$ cat config.mk
export PLATFORM = sky130hd
export DESIGN_NAME = disjoint_switch_box
export DESIGN_NICKNAME = d
export VERILOG_FILES = /design/src/rtl/sb_pkg.sv /design/src/rtl/sb_cfg_loader.sv /design/src/rtl/sb_track_slice.sv /design/src/rtl/disjoint_switch_box.sv
export SDC_FILE = /design/constraint.sdc
export NUM_CORES = 1
export LEC_CHECK = 0
export CAP_MARGIN = 20
export CORE_ASPECT_RATIO = 1.25
export CORE_MARGIN = 1.5
export CORE_UTILIZATION = 40
export CTS_BUF_LIST = sky130_fd_sc_hd__clkbuf_8 sky130_fd_sc_hd__clkbuf_16
export CTS_CLUSTER_DIAMETER = 30
export DETAILED_ROUTE_END_ITERATION = 12
export GPL_ROUTABILITY_DRIVEN = 0
export MAX_ROUTING_LAYER = met4
export SKIP_CTS_REPAIR_TIMING = 1
export SLEW_MARGIN = 20
export SYNTH_ARGS = -nofsm -noshare
export SYNTH_HDL_FRONTEND = slang
export SYNTH_SLANG_ARGS = --single-unit
$ cat constraint.sdc
create_clock -name clk -period 1.35 [get_ports clk]
set_input_delay 0.27 -clock clk [delete_from_list [all_inputs] [get_ports clk]]
set_output_delay 0.27 -clock clk [all_outputs]
set_load 0.01 [all_outputs]
$ cat src/rtl/sb_pkg.sv
package sb_pkg;

    // Loader state encoding
    typedef enum logic [1:0] {
        CFG_IDLE  = 2'd0,
        CFG_SHIFT = 2'd1,
        CFG_APPLY = 2'd2
    } cfg_state_t;

    // Number of side pairs per track index
    localparam int SB_PAIRS = 6;

    // Side-pair positions inside one track's six configuration bits
    localparam int PAIR_NE = 0;
    localparam int PAIR_NS = 1;
    localparam int PAIR_NW = 2;
    localparam int PAIR_ES = 3;
    localparam int PAIR_EW = 4;
    localparam int PAIR_SW = 5;

endpackage

$ cat src/rtl/sb_cfg_loader.sv
module sb_cfg_loader
    import sb_pkg::*;
#(
    parameter int NBITS = 24
) (
    input  logic             clk,
    input  logic             rst_n,
    input  logic             cfg_shift,
    input  logic             cfg_din,
    output logic [NBITS-1:0] shadow_q,
    output logic [NBITS-1:0] active_q,
    output cfg_state_t       state_q
);

    cfg_state_t state_d;
    logic       do_shift;
    logic       do_commit;

    // State register
    always_ff @(posedge clk or negedge rst_n) begin
        if (!rst_n) begin
            state_q <= CFG_IDLE;
        end else begin
            state_q <= state_d;
        end
    end

    // Next state and control outputs
    always_comb begin
        state_d   = state_q;
        do_shift  = 1'b0;
        do_commit = 1'b0;
        unique case (state_q)
            CFG_IDLE: begin
                if (cfg_shift) begin
                    do_shift = 1'b1;
                    state_d  = CFG_SHIFT;      // start_load
                end
            end
            CFG_SHIFT: begin
                if (cfg_shift) begin
                    do_shift = 1'b1;           // keep_shifting
                end else begin
                    state_d  = CFG_APPLY;      // end_load
                end
            end
            CFG_APPLY: begin
                do_commit = 1'b1;
                if (cfg_shift) begin
                    do_shift = 1'b1;
                    state_d  = CFG_SHIFT;      // commit_resume
                end else begin
                    state_d  = CFG_IDLE;       // commit_idle
                end
            end
            default: begin
                state_d = CFG_IDLE;
            end
        endcase
    end

    // Serial chain: new bit enters at the top
    always_ff @(posedge clk or negedge rst_n) begin
        if (!rst_n) begin
            shadow_q <= '0;
        end else if (do_shift) begin
            shadow_q <= {cfg_din, shadow_q[NBITS-1:1]};
        end
    end

    // Live switch settings: the copy takes the pre-shift chain
    always_ff @(posedge clk or negedge rst_n) begin
        if (!rst_n) begin
            active_q <= '0;
        end else if (do_commit) begin
            active_q <= shadow_q;
        end
    end

endmodule

$ cat src/rtl/sb_track_slice.sv
module sb_track_slice
    import sb_pkg::*;
(
    input  logic [SB_PAIRS-1:0] sw,
    input  logic                n_i,
    input  logic                e_i,
    input  logic                s_i,
    input  logic                w_i,
    output logic                n_o,
    output logic                e_o,
    output logic                s_o,
    output logic                w_o
);

    // Each output gathers only the other three sides
    always_comb begin
        n_o = (sw[PAIR_NE] & e_i) | (sw[PAIR_NS] & s_i) | (sw[PAIR_NW] & w_i);
        e_o = (sw[PAIR_NE] & n_i) | (sw[PAIR_ES] & s_i) | (sw[PAIR_EW] & w_i);
        s_o = (sw[PAIR_NS] & n_i) | (sw[PAIR_ES] & e_i) | (sw[PAIR_SW] & w_i);
        w_o = (sw[PAIR_NW] & n_i) | (sw[PAIR_EW] & e_i) | (sw[PAIR_SW] & s_i);
    end

endmodule

$ cat src/rtl/disjoint_switch_box.sv
module disjoint_switch_box
    import sb_pkg::*;
#(
    parameter int W = 4
) (
    input  logic         clk,
    input  logic         rst_n,
    input  logic         cfg_shift,
    input  logic         cfg_din,
    input  logic [W-1:0] n_in,
    input  logic [W-1:0] e_in,
    input  logic [W-1:0] s_in,
    input  logic [W-1:0] w_in,
    output logic [W-1:0] n_out,
    output logic [W-1:0] e_out,
    output logic [W-1:0] s_out,
    output logic [W-1:0] w_out
);

    localparam int CFG_BITS = SB_PAIRS * W;

    logic [CFG_BITS-1:0] shadow_cfg;
    logic [CFG_BITS-1:0] active_cfg;
    cfg_state_t          cfg_state;

    sb_cfg_loader #(
        .NBITS(CFG_BITS)
    ) u_loader (
        .clk      (clk),
        .rst_n    (rst_n),
        .cfg_shift(cfg_shift),
        .cfg_din  (cfg_din),
        .shadow_q (shadow_cfg),
        .active_q (active_cfg),
        .state_q  (cfg_state)
    );

    for (genvar k = 0; k < W; k++) begin : g_track
        sb_track_slice u_slice (
            .sw (active_cfg[SB_PAIRS*k +: SB_PAIRS]),
            .n_i(n_in[k]),
            .e_i(e_in[k]),
            .s_i(s_in[k]),
            .w_i(w_in[k]),
            .n_o(n_out[k]),
            .e_o(e_out[k]),
            .s_o(s_out[k]),
            .w_o(w_out[k])
        );
    end

endmodule

==> summary.txt <==
Finish
  – Post-layout instance area: ~0.003 mm^2
  – Synth-to-Final Area Change: 23.5%
  – Leading cell types in the layout, fill and taps excluded: sky130_fd_sc_hd__dfrtp_1 (49), sky130_fd_sc_hd__mux2_4 (44), sky130_fd_sc_hd__buf_4 (17)
  – Fraction of final layout cells sized beyond drive strength 1: 0.495
  – Antenna Diode Count: 0
  – Most frequent standard cell in the layout excluding fill and tap cells: sky130_fd_sc_hd__dfrtp_1
  – Fin nets: approximately 220

Placed design
  – Number of buffer cells added on primary ports: 35
  – DP Area: approximately 0.0028 mm^2
  – Post-detailed-placement half-perimeter wirelength: a little under 3 mm
  – Worst slack, placed: -0.563 ns

Floorplanning
  – Die Area: 0.00648 mm^2
  – Die Height: roughly 90 um
  – Die width: around 72 um
  – Placeable core area: around 0.0058 mm^2
  – Initial Utilization: 0.415
  – IO Count: 36
  – Number of rows in the core area: 31

Timing
  – Tcrit/Tclk final: 1.16
  – Setup slack after layout: -0.215 ns
  – Worst-Margin Slew: roughly 0.33 ns
  – Highest clock rate: 0.639 GHz
  – Endpoints failing setup: 33
  – Max_slew headroom: 0.780
  – Count of endpoints failing hold in the final timing report: 0
  – Worst-case hold slack: between 0.15 and 0.2 ns
  – Post-Route Skew: between 0.008 and 0.009 ns
  – Unrepaired setup endpoints after global routing: true
  – Max-slew violation count: 0
  – Final Critical Period: 1.57 ns

Power and ir drop
  – Power density over cell area: between 2000 and 2500 mW/mm^2
  – Internal power component: about 4200 uW
  – Combinational share of power: 0.371
  – Pleak: 0.00155 uW
  – Max IR drop VDD: approximately 0.8 mV
  – Psw: 1740 uW
  – Fraction of power consumed by sequential logic: 0.452
  – Tot Pwr: about 6000 uW
  – Switching fraction of total power: 0.291
  – Clk network pwr share: 0.177

Setup path
  – Arrival time of the worst setup path: ~1.3 ns
  – Cell type of the slowest stage on the worst timing path: sky130_fd_sc_hd__clkdlybuf4s50_1
  – Cell family with most CP delay: buffers and inverters
  – Critical path type: input port to output port
  – Crit start category: input port
  – Critical-path maximum fanout: 3
  – Crit path buffers/inverters: 3
  – Cell-by-cell trace of the critical path: clkdlybuf4s50_1 > a222oi_1 > inv_1 > clkbuf_2
  – Stages on the worst setup path: 4
  – Crit path capture type: output port
  – Required time of the critical path: ~1.1 ns
  – FF-to-FF path depth: 3
  – Slowest stage delay, CP: about 0.45 ns

Global route
  – Vias in the first global route: about 1500
  – Global-route wire length before repair: between 7 and 8 mm
  – Overall routing resource usage: 0.148
  – Maximum number of pins on one net before global-route repair: slightly above 50
  – Antenna violations before repair: 0
  – Overflow left after global routing: 0

Yosys
  – Mapped Nets: 174
  – Total of flip-flops plus latches after synthesis: 50
  – Yosys warning total: 0
  – Sequential share of the synthesized area: 0.521
  – Mapped Area: approximately 0.0024 mm^2
  – Synthesized area per cell: 15.6 um^2
  – Instance count of the mapped netlist: around 150
  – Count of distinct cell types in the synthesized netlist: 12

Clocking
  – Clock Pin Slew Worst Setup and Hold Paths: about 0.09 ns
  – Clock network latency to the later pin of the worst-skew pair: about 0.31 ns
  – Clock tree from TritonCTS: yes
  – Number of buffers between clock root and the deepest sink: 2
  – Clock Sinks: 50
  – Cell at the root of the clock tree: sky130_fd_sc_hd__clkbuf_8
  – Number of clock buffers inserted by TritonCTS: 5
  – Max H-tree Level: 2

Worst hold path
  – Worst min path class: input port to flop
  – Worst hold path stage count: 2

Status
  – Violated checks: setup timing
  – Run status: complete, but fails checks

Drt
  – Number of vias after detailed routing: ~1400
  – Remaining antenna violation count after routing: 0
  – Number of DRC markers after the initial detailed-route iteration: 94
  – Via density: about 5.2
  – Drt wl/cell: roughly 16 um
  – Number of iterations in the first detailed-routing pass: 4
  – Number of DRC violations after detailed routing: 0
  – Wirelength, routed: 4.28 mm

Job
  – Max-cap violation count: 0
layer usage:
metal  share of wire  vias to the layer above  GRT usage
li1                -                      635          -
met1            0.43                      719      0.177
met2            0.52                       32      0.247
met3           0.036                        5     0.0379
met4           0.014                        0     0.0463
met5               0                        -          -
layout make-up:
| type | instances | area (um^2) |
|---|---|---|
| fill | 502 | 2820 |
| sequential | 50 | 1250 |
| multi-input combinational | 67 | 906 |
| timing repair buffer | 59 | 551 |
| tap | 66 | 82.6 |
| clock buffer | 5 | 68.8 |
| inverter | 16 | 60.1 |
| clock inverter | 3 | 43.8 |
registers in the layout, summed over array words and instances (netlist names):
name and flops:
u_loader.active_q 24, u_loader.shadow_q 24, u_loader.state_q 2
worst paths after layout:
kind | start | to | slack (ns)
max | w_in[1] | n_out[1] | -0.22
min | cfg_shift | u_loader.state_q[1] | 0.16
max reg2reg | u_loader.state_q[0] | u_loader.shadow_q[5] | -0.03
min reg2reg | u_loader.state_q[1] | u_loader.state_q[1] | 0.52
max in group asynchronous | rst_n | u_loader.state_q[0] | 0.65
min in group asynchronous | rst_n | u_loader.shadow_q[7] | 0.47
power by group through the flow:
stage / logic, uW / registers [uW] / clock network [uW]
after global routing: 2410 / 2790 / 1150
after CTS: 2310 / 2710 / 1090
after global placement: 2230 / 2690 / 0
final: 2220 / 2710 / 1060
after floorplan: 1720 / 2520 / 0
after detailed placement: 2300 / 2720 / 0
stage by stage:
step	instances	utilization	setup TNS (ns)
finish	266	0.513	-3.13
detailed placement	250	0.486	-15.18
floorplan	154	-	0
global route	266	0.513	-4.97
CTS	258	0.506	-8.76
global placement	250	0.486	-14.17
cell families (layout without fill, tap and decap cells):
kind of cell,after synthesis,count (layout),share of synthesized area
mux,48,48,0.286
flops,50,50,0.521
buf+inv,37,83,0.109
simple gates,2,2,0.00886
compound gates,17,17,0.0746
synth_stat cells:
cell / instances / share of area
sky130_fd_sc_hd__inv_1: 16 / 0.025
sky130_fd_sc_hd__buf_8: 2 / 0.013
sky130_fd_sc_hd__mux2_4: 39 / 0.24
sky130_fd_sc_hd__mux2_2: 9 / 0.042
sky130_fd_sc_hd__dfrtp_1: 50 / 0.52
sky130_fd_sc_hd__buf_6: 1 / 0.0047
sky130_fd_sc_hd__buf_12: 2 / 0.017
sky130_fd_sc_hd__a21boi_4: 1 / 0.0078
sky130_fd_sc_hd__buf_4: 16 / 0.050
sky130_fd_sc_hd__nor2b_4: 1 / 0.0057
sky130_fd_sc_hd__nor3b_1: 1 / 0.0031
sky130_fd_sc_hd__a222oi_1: 16 / 0.067
(Power assumes the default switching activity.)
